**config.mk**
```make
export PLATFORM = sky130hd
export DESIGN_NAME = gauge_i2c_slave
export DESIGN_NICKNAME = d
export VERILOG_FILES = /design/src/rtl/gauge_pkg.sv /design/src/rtl/i2c_line_sense.sv /design/src/rtl/gauge_status_sticky.sv /design/src/rtl/gauge_reg_store.sv /design/src/rtl/gauge_i2c_slave.sv
export SDC_FILE = /design/constraint.sdc
export NUM_CORES = 1
export LEC_CHECK = 0
export BUFFER_PORTS_ARGS = -buffer_cell sky130_fd_sc_hd__buf_4
export CAP_MARGIN = 10
export CORE_UTILIZATION = 62
export DETAILED_ROUTE_END_ITERATION = 8
export PLACE_DENSITY = 0.85
export SKIP_LAST_GASP = 1
export SYNTH_ARGS = -nofsm -noshare
export SYNTH_HDL_FRONTEND = slang
export SYNTH_SLANG_ARGS = --single-unit
```
**constraint.sdc**
```tcl
create_clock -name clk -period 5.3 [get_ports clk]
set_input_delay 0.265 -clock clk [delete_from_list [all_inputs] [get_ports clk]]
set_output_delay 0.265 -clock clk [all_outputs]
set_load 0.01 [all_outputs]
```
**src/rtl/gauge_pkg.sv**
```systemverilog
package gauge_pkg;

    localparam int unsigned BYTE_W  = 8;
    localparam int unsigned PTR_W   = 3;
    localparam int unsigned WORD_W  = 2 * BYTE_W;
    localparam int unsigned FLAG_W  = 5;
    localparam int unsigned ALERT_BIT = 2;
    localparam int unsigned CC_BIT    = 1;

    localparam logic [PTR_W-1:0] P_STATUS = 3'd0;
    localparam logic [PTR_W-1:0] P_CTRL   = 3'd1;
    localparam logic [PTR_W-1:0] P_CHG_H  = 3'd2;
    localparam logic [PTR_W-1:0] P_CHG_L  = 3'd3;
    localparam logic [PTR_W-1:0] P_UPR_H  = 3'd4;
    localparam logic [PTR_W-1:0] P_UPR_L  = 3'd5;
    localparam logic [PTR_W-1:0] P_LWR_H  = 3'd6;
    localparam logic [PTR_W-1:0] P_LWR_L  = 3'd7;

    localparam logic [BYTE_W-1:0] CTRL_RST = 8'h3C;
    localparam logic [WORD_W-1:0] CHG_RST  = 16'h7FFF;
    localparam logic [WORD_W-1:0] UPR_RST  = 16'hFFFF;
    localparam logic [WORD_W-1:0] LWR_RST  = 16'h0000;

    typedef enum logic [3:0] {
        PH_IDLE, PH_ADDR, PH_ADDR_ACK, PH_CMD, PH_CMD_ACK,
        PH_WR, PH_WR_ACK, PH_RD, PH_RD_ACK
    } phase_t;

    typedef struct packed {
        logic [BYTE_W-1:0] ctrl;
        logic [WORD_W-1:0] chg;
        logic [WORD_W-1:0] upr;
        logic [WORD_W-1:0] lwr;
    } store_t;

    typedef struct packed {
        phase_t            ph;
        logic [3:0]        cnt;
        logic [BYTE_W-1:0] sh;
        logic [BYTE_W-1:0] tx;
        logic [PTR_W-1:0]  ptr;
        logic              rw;
        logic              mack;
        logic              oe;
        logic [BYTE_W-1:0] snap;
        logic              snap_vld;
    } xfer_t;

endpackage

```
**src/rtl/i2c_line_sense.sv**
```systemverilog
module i2c_line_sense #(
    parameter int unsigned SYNC_STAGES = 2
) (
    input  logic clk,
    input  logic rst_n,
    input  logic scl_i,
    input  logic sda_i,
    output logic scl_s,
    output logic sda_s,
    output logic scl_rise,
    output logic scl_fall,
    output logic bus_start,
    output logic bus_stop
);

    logic [1:0] raw;
    logic [1:0] lvl;
    logic [1:0] prev_d, prev_q;

    assign raw = {sda_i, scl_i};

    for (genvar g = 0; g < 2; g++) begin : g_line
        logic [SYNC_STAGES-1:0] pipe_d, pipe_q;
        always_comb pipe_d = {pipe_q[SYNC_STAGES-2:0], raw[g]};
        always_ff @(posedge clk or negedge rst_n) begin
            if (!rst_n) pipe_q <= '1;
            else        pipe_q <= pipe_d;
        end
        assign lvl[g] = pipe_q[SYNC_STAGES-1];
    end

    always_comb prev_d = lvl;

    always_ff @(posedge clk or negedge rst_n) begin
        if (!rst_n) prev_q <= 2'b11;
        else        prev_q <= prev_d;
    end

    assign scl_s     = lvl[0];
    assign sda_s     = lvl[1];
    assign scl_rise  = lvl[0] & ~prev_q[0];
    assign scl_fall  = ~lvl[0] & prev_q[0];
    assign bus_start = lvl[0] & prev_q[0] & prev_q[1] & ~lvl[1];
    assign bus_stop  = lvl[0] & prev_q[0] & ~prev_q[1] & lvl[1];

endmodule

```
**src/rtl/gauge_status_sticky.sv**
```systemverilog
module gauge_status_sticky
    import gauge_pkg::*;
(
    input  logic              clk,
    input  logic              rst_n,
    input  logic [FLAG_W-1:0] cond_i,
    input  logic              clr_i,
    output logic [FLAG_W-1:0] flags_o
);

    logic [FLAG_W-1:0] flags_d, flags_q;

    always_comb begin
        flags_d = flags_q;
        if (clr_i) flags_d = '0;
        flags_d = flags_d | cond_i;
    end

    always_ff @(posedge clk or negedge rst_n) begin
        if (!rst_n) flags_q <= '0;
        else        flags_q <= flags_d;
    end

    assign flags_o = flags_q;

    assert_cond_sets_R6: assert property (@(posedge clk) disable iff (!rst_n)
        (cond_i != '0) |=> ((flags_o & $past(cond_i)) == $past(cond_i)))
        else $error("condition did not set its flag");

    assert_clear_gone_R7: assert property (@(posedge clk) disable iff (!rst_n)
        clr_i |=> ((flags_o & ~$past(cond_i)) == '0))
        else $error("flag survived a read after its condition dropped");

    assert_flags_hold_R7: assert property (@(posedge clk) disable iff (!rst_n)
        !clr_i |=> ((flags_o & $past(flags_o)) == $past(flags_o)))
        else $error("flag cleared without a status read");

endmodule

```
**src/rtl/gauge_reg_store.sv**
```systemverilog
module gauge_reg_store
    import gauge_pkg::*;
(
    input  logic              clk,
    input  logic              rst_n,
    input  logic              wr_en_i,
    input  logic [PTR_W-1:0]  wr_ptr_i,
    input  logic [BYTE_W-1:0] wr_data_i,
    input  logic              chg_upd_i,
    input  logic [WORD_W-1:0] chg_val_i,
    output logic [BYTE_W-1:0] ctrl_o,
    output logic [WORD_W-1:0] charge_o,
    output logic [WORD_W-1:0] thr_hi_o,
    output logic [WORD_W-1:0] thr_lo_o
);

    store_t s_d, s_q;

    always_comb begin
        s_d = s_q;
        if (chg_upd_i) s_d.chg = chg_val_i;
        if (wr_en_i) begin
            case (wr_ptr_i)
                P_CTRL:  s_d.ctrl           = wr_data_i;
                P_CHG_H: s_d.chg[15:8]      = wr_data_i;
                P_CHG_L: s_d.chg[7:0]       = wr_data_i;
                P_UPR_H: s_d.upr[15:8]      = wr_data_i;
                P_UPR_L: s_d.upr[7:0]       = wr_data_i;
                P_LWR_H: s_d.lwr[15:8]      = wr_data_i;
                P_LWR_L: s_d.lwr[7:0]       = wr_data_i;
                default: ;
            endcase
        end
    end

    always_ff @(posedge clk or negedge rst_n) begin
        if (!rst_n) s_q <= '{ctrl: CTRL_RST, chg: CHG_RST, upr: UPR_RST, lwr: LWR_RST};
        else        s_q <= s_d;
    end

    assign ctrl_o   = s_q.ctrl;
    assign charge_o = s_q.chg;
    assign thr_hi_o = s_q.upr;
    assign thr_lo_o = s_q.lwr;

    assert_reset_vals_R2: assert property (@(posedge clk) disable iff (!rst_n)
        $rose(rst_n) |-> (ctrl_o == CTRL_RST && charge_o == CHG_RST
                          && thr_hi_o == UPR_RST && thr_lo_o == LWR_RST))
        else $error("register values wrong after reset");

    assert_acc_load_R9: assert property (@(posedge clk) disable iff (!rst_n)
        (chg_upd_i && !(wr_en_i && (wr_ptr_i == P_CHG_H || wr_ptr_i == P_CHG_L)))
        |=> (charge_o == $past(chg_val_i)))
        else $error("accumulator load not taken");

endmodule

```
**src/rtl/gauge_i2c_slave.sv**
```systemverilog
module gauge_i2c_slave
    import gauge_pkg::*;
#(
    parameter logic [6:0]  SLAVE_ADDR  = 7'b1100100,
    parameter int unsigned SYNC_STAGES = 2
) (
    input  logic              clk,
    input  logic              rst_n,
    input  logic              scl_i,
    input  logic              sda_i,
    input  logic [FLAG_W-1:0] cond_i,
    input  logic              chg_upd_i,
    input  logic [WORD_W-1:0] chg_val_i,
    output logic              sda_oe_o,
    output logic [BYTE_W-1:0] ctrl_o,
    output logic [WORD_W-1:0] charge_o,
    output logic [WORD_W-1:0] thr_hi_o,
    output logic [WORD_W-1:0] thr_lo_o,
    output logic              alert_en_o,
    output logic              cc_en_o
);

    logic scl_s, sda_s, scl_rise, scl_fall, bus_start, bus_stop;
    logic [FLAG_W-1:0] flags;
    logic              clr;
    logic              wr_en;
    logic [PTR_W-1:0]  wr_ptr;
    logic [BYTE_W-1:0] wr_data;
    logic [PTR_W-1:0]  lp;
    logic [BYTE_W-1:0] lbyte;
    xfer_t x_d, x_q;

    i2c_line_sense #(.SYNC_STAGES(SYNC_STAGES)) u_sense (
        .clk(clk), .rst_n(rst_n), .scl_i(scl_i), .sda_i(sda_i),
        .scl_s(scl_s), .sda_s(sda_s), .scl_rise(scl_rise), .scl_fall(scl_fall),
        .bus_start(bus_start), .bus_stop(bus_stop)
    );

    gauge_status_sticky u_flags (
        .clk(clk), .rst_n(rst_n), .cond_i(cond_i), .clr_i(clr), .flags_o(flags)
    );

    gauge_reg_store u_store (
        .clk(clk), .rst_n(rst_n), .wr_en_i(wr_en), .wr_ptr_i(wr_ptr),
        .wr_data_i(wr_data), .chg_upd_i(chg_upd_i), .chg_val_i(chg_val_i),
        .ctrl_o(ctrl_o), .charge_o(charge_o), .thr_hi_o(thr_hi_o), .thr_lo_o(thr_lo_o)
    );

    // byte that a transmit load would latch now
    always_comb begin
        lp = (x_q.ph == PH_RD_ACK) ? x_q.ptr + 3'd1 : x_q.ptr;
        case (lp)
            P_STATUS: lbyte = {1'b1, 1'b0, flags[4], 1'b0, flags[3:0]};
            P_CTRL:   lbyte = ctrl_o;
            P_CHG_H:  lbyte = charge_o[15:8];
            P_CHG_L:  lbyte = x_q.snap_vld ? x_q.snap : charge_o[7:0];
            P_UPR_H:  lbyte = thr_hi_o[15:8];
            P_UPR_L:  lbyte = thr_hi_o[7:0];
            P_LWR_H:  lbyte = thr_lo_o[15:8];
            default:  lbyte = thr_lo_o[7:0];
        endcase
    end

    always_comb begin
        x_d     = x_q;
        wr_en   = 1'b0;
        wr_ptr  = x_q.ptr;
        wr_data = x_q.sh;
        clr     = 1'b0;
        if (bus_stop) begin
            x_d.ph = PH_IDLE;
            x_d.oe = 1'b0;
            x_d.snap_vld = 1'b0;
        end else if (bus_start) begin
            x_d.ph  = PH_ADDR;
            x_d.cnt = '0;
            x_d.oe  = 1'b0;
            x_d.snap_vld = 1'b0;
        end else begin
            case (x_q.ph)
                PH_ADDR, PH_CMD, PH_WR: begin
                    if (scl_rise) begin
                        x_d.sh  = {x_q.sh[6:0], sda_s};
                        x_d.cnt = x_q.cnt + 4'd1;
                    end
                    if (scl_fall && x_q.cnt == 4'd8) begin
                        x_d.cnt = '0;
                        x_d.oe  = 1'b1;
                        if (x_q.ph == PH_ADDR) begin
                            x_d.rw = x_q.sh[0];
                            x_d.ph = PH_ADDR_ACK;
                            if (x_q.sh[7:1] != SLAVE_ADDR) begin
                                x_d.ph = PH_IDLE;
                                x_d.oe = 1'b0;
                            end
                        end else if (x_q.ph == PH_CMD) begin
                            x_d.ptr = x_q.sh[PTR_W-1:0];
                            x_d.ph  = PH_CMD_ACK;
                            x_d.snap_vld = 1'b0;
                        end else begin
                            wr_en   = (x_q.ptr != P_STATUS);
                            x_d.ptr = x_q.ptr + 3'd1;
                            x_d.ph  = PH_WR_ACK;
                            x_d.snap_vld = 1'b0;
                        end
                    end
                end
                PH_CMD_ACK, PH_WR_ACK: begin
                    if (scl_fall) begin
                        x_d.oe = 1'b0;
                        x_d.ph = PH_WR;
                    end
                end
                PH_RD: begin
                    if (scl_fall) begin
                        if (x_q.cnt == 4'd8) begin
                            x_d.oe = 1'b0;
                            x_d.ph = PH_RD_ACK;
                        end else begin
                            x_d.tx  = {x_q.tx[6:0], 1'b0};
                            x_d.oe  = ~x_q.tx[6];
                            x_d.cnt = x_q.cnt + 4'd1;
                        end
                    end
                end
                default: ;
            endcase
            if (x_q.ph == PH_RD_ACK && scl_rise) x_d.mack = ~sda_s;
            if (scl_fall && (x_q.ph == PH_ADDR_ACK || x_q.ph == PH_RD_ACK)) begin
                if (x_q.ph == PH_ADDR_ACK && !x_q.rw) begin
                    x_d.oe = 1'b0;
                    x_d.ph = PH_CMD;
                end else if (x_q.ph == PH_RD_ACK && !x_q.mack) begin
                    x_d.ph = PH_IDLE;
                end else begin
                    x_d.ptr      = lp;
                    x_d.tx       = lbyte;
                    x_d.oe       = ~lbyte[7];
                    x_d.cnt      = 4'd1;
                    x_d.ph       = PH_RD;
                    x_d.snap     = charge_o[7:0];
                    x_d.snap_vld = (lp == P_CHG_H);
                    clr          = (lp == P_STATUS);
                end
            end
        end
    end

    always_ff @(posedge clk or negedge rst_n) begin
        if (!rst_n) x_q <= '{ph: PH_IDLE, cnt: '0, sh: '0, tx: '0, ptr: '0, rw: 1'b0,
                             mack: 1'b0, oe: 1'b0, snap: '0, snap_vld: 1'b0};
        else        x_q <= x_d;
    end

    assign sda_oe_o   = x_q.oe;
    assign alert_en_o = ctrl_o[ALERT_BIT];
    assign cc_en_o    = ctrl_o[CC_BIT];

    assert_foreign_nack_R1: assert property (@(posedge clk) disable iff (!rst_n)
        (x_q.ph == PH_ADDR && scl_fall && x_q.cnt == 4'd8 && x_q.sh[7:1] != SLAVE_ADDR)
        |=> !sda_oe_o)
        else $error("slave answered a foreign address");

    assert_sda_moves_scl_low_R5: assert property (@(posedge clk) disable iff (!rst_n)
        (!$stable(sda_oe_o) && !$past(bus_start) && !$past(bus_stop)) |-> !scl_s)
        else $error("SDA drive changed while SCL high");

endmodule

```
==> impl_results.md <==
* Min-Delay Path Class: input pin to register
* Final setup violating endpoints at 0
* First-pass GRT wire length at between 20 and 30 mm
* CTS tree: built
* R2R Setup Slk at 1.85 ns
* Mapped Avg Cell Area at approximately 10 um2
* Cell taking the most area after synthesis: dfrtp_1
* Gr usage total at a little over a third
* WS Path Type: register to register
* Status: finished, final reports clean
* Longest Clk Path Bufs at 2
* Met3 usage at around 5.4%
* IO Count at 85
* Critical path arrival at around 3.7 ns
* DR vias at about 5,000
* Met1 Use GR at between 40% and 50%
* First-pass iteration count of the detailed router at 5
* WL/cell at about 22 um
* H-tree depth at 3
* RD Place Congestion at between 0.9 and 1
* Global routing's busiest layer: met2
* Pwr per Cell Area at approximately 270 nW/um2
* Hold Violations, Final at 0
* Max FO, Critical Path at 17
* CP Buf/Inv Count at 1
* CP max stage cell: ha_1
* Synth unique cells at 66
* Hold Crit Depth at 2
* Post-CTS Setup Inserts at 0
* Depth of the most critical reg-to-reg path at 7
* Area grow syn2layout at 14.4%
* Clock Latency Late Sink at roughly 0.38 ns
* Max IR drop VDD at 281 uV
* RSZ-0062 raised after global routing: false
* Register area share after synthesis at a little under half
* Fin area at between 6000 and 7000 um2
* Total clock buffers created by CTS at 9
* Largest cells by area after synthesis: dfrtp_1 (27%), dfstp_2 (18%), mux2_2 (8.4%)
* DRC viols at 0
* FF-to-FF Start: wr_ptr[2]$_DFFE_PN0P_
* Die Span X at 99.6 um
* Startpoint Class: register
* Most frequent cells in the layout: buf_4 (88), nand2_1 (64), dfrtp_1 (64), nor2_1 (47), mux2_2 (44)
* Final antenna-violating net count at 0
* Max incr delay on CP at around 0.87 ns
* Num rows at 35
* Die Ht at between 90 and 100 um
* Max transition margin at between 30% and 40%
* Die area at slightly below 10,000 um2
* Crit-path cells: clkinv_1 -> ha_1 -> mux2i_4 -> mux2_4 -> a221oi_2 -> o2111a_1 -> a21oi_2
* Setup tns final at 0 ns
* Initial antenna violation count at 0
* Mapped Nets at approximately 630
* Worst Hold End: u_flags.flags_o[4]$_DFF_PN0_
* DP HPWL at 11.8 mm
* Largest net degree at the start of global routing at between 60 and 70
* GRT overflow at 0
* Commonest non-fill, non-tap cell in the layout: buf_4
* Cell area after synthesis at between 5000 and 6000 um2
* FF+latch count, synth at approximately 110
* Initial Utilization at between 60% and 70%
* EDFF count, synth at 0
* Diode count at 0
* RR Endpoint: x_q[20]$_DFFE_PN0P_
* 1st-iter DRT viols at just under 400
* Vias in the first global route at 4,803
* Layout Skew at between 0.02 and 0.025 ns
* Critical Path RT at ~5.6 ns
* Final Max Tran Viols at 0
* Min-delay src: cond_i[4]
* GRT met2 Usage at roughly 56%
* Post-synth top flop: dfrtp_1
* Number of max-cap violations at 0
* Dpl cell area at 6540 um2
* Fin crit period at between 3 and 4 ns
* Final period util at about 65%
* Share of layout cells above drive strength 1 at 30.5%
* Clk slew on worst S/H paths at ~0.11 ns
* Final hold slack at approximately 0.053 ns
* Post-synth top area share at 27.1%
* CTS root buf: clkbuf_8
* Fmax at about 290 MHz
* Core Footprint at between 9000 and 10,000 um2
* Mapped Cells at just under 600
* Synth async-reset ratio at between 90% and 100%
* Via density at between 6 and 7
* Overall routed net length at around 17 mm
* CP delay by family, top: adder cells
* Measured slew at the worst slew-check pin at roughly 0.99 ns
* Nets at 684
* Syn. warnings at 0
* Lkg Pwr at 0.00300 uW
* # clock sinks at roughly 110
* Crit. path cell count at 7
* CP Capture Type: register
* I/O Buffers at 84
## sequential cells by signal, indices dropped and copies added (netlist names)
signal,count
u_sense.prev_q,2
wr_data,8
u_flags.flags_o,5
u_store.thr_lo_o,16
u_sense.g_line.pipe_q,4
u_store.thr_hi_o,16
x_q,26
u_store.ctrl_o,8
wr_ptr,3
u_store.charge_o,16
sda_oe_o,1
## worst reg2reg max path, delay by kind of cell, from the launching register on
kind | cells | cell delay, ns
buffers and inverters | 1 | 0.51
adder cells (fa/ha/maj) | 1 | 0.87
flip-flops | 1 | 0.73
multiplexers | 2 | 0.59
AO/OA/AOI/OAI | 3 | 0.65
## metal layers
metal	vias up	wire length, um
met4	0	429
met5	-	0
met2	215	8080
li1	2281	-
met1	2498	7390
met3	36	962
## area by class of cell
cell class	count	area (um2)
clock buffers	10	128
multi-input cells	433	3000
flip-flops and latches	105	2680
clock inverters	6	56.3
repair buffers	91	691
inverters	10	37.5
well taps	129	161
fillers	708	2480
## logic make-up after synthesis
| family | synth area share (%) |
|---|---|
| xor gates and xnor gates | 0.445 |
| DFF | 45.3 |
| AOI/OAI and AO/OA | 17.2 |
| and+or+nand+nor | 14.9 |
| muxes | 16.5 |
| buffers and inverters | 3.96 |
| adders and majority gates | 1.69 |
## stage by stage
stage	std cells	util (%)	power (uW)	worst slack, ns
2_1_floorplan	591	-	1160	2.94
3_3_place_gp	765	70.8	1300	2.05
3_5_place_dp	765	70.8	1310	1.99
4_1_cts	784	73.1	1790	1.96
5_1_grt	784	73.1	1860	1.71
6_report	784	73.1	1790	1.85
## power by group
group / total [uW] / internal [uW] / switching (uW)
clock network: 480 / 181 / 298
registers: 1040 / 866 / 178
logic: 271 / 131 / 140
## how the worst max path moves through the flow
stage / end / slack, ns / start
6_report: x_q[20]$_DFFE_PN0P_ / 1.85 / wr_ptr[2]$_DFFE_PN0P_
5_1_grt: x_q[15]$_DFFE_PN0P_ / 1.71 / wr_ptr[0]$_DFFE_PN0P_
4_1_cts: x_q[20]$_DFFE_PN0P_ / 1.96 / wr_ptr[2]$_DFFE_PN0P_
3_5_place_dp: x_q[20]$_DFFE_PN0P_ / 1.99 / wr_ptr[2]$_DFFE_PN0P_
3_3_place_gp: x_q[20]$_DFFE_PN0P_ / 2.05 / wr_ptr[2]$_DFFE_PN0P_
2_1_floorplan: x_q[20]$_DFFE_PN0P_ / 2.94 / x_q[35]$_DFFE_PN0P_
## cell usage after synthesis (3+ instances only)
master / instances
ha_1: 8
a21boi_0: 3
a221oi_1: 11
dfstp_2: 41
buf_6: 3
nor3_1: 16
nand3b_1: 5
mux2_2: 44
o211ai_1: 7
a21oi_1: 43
o21ai_0: 23
nand3_1: 19
a22oi_1: 8
a221o_1: 4
dfrtp_1: 64
buf_2: 4
mux2_1: 10
nand2_1: 64
nor2b_1: 9
mux2i_1: 29
a21o_1: 5
o221ai_1: 4
inv_1: 8
o22ai_1: 5
a31oi_1: 12
a211oi_1: 7
buf_1: 5
clkbuf_1: 29
nand2b_1: 6
nor2_1: 47
## repair_timing
item / 4_1_cts / 5_1_grt
hold buffers: 3 / 0
setup endpoints to repair: 0 / 0
endpoints found under the hold margin: 24 / 0
resized for setup: 0 / 0
(Power assumes the default switching activity.)
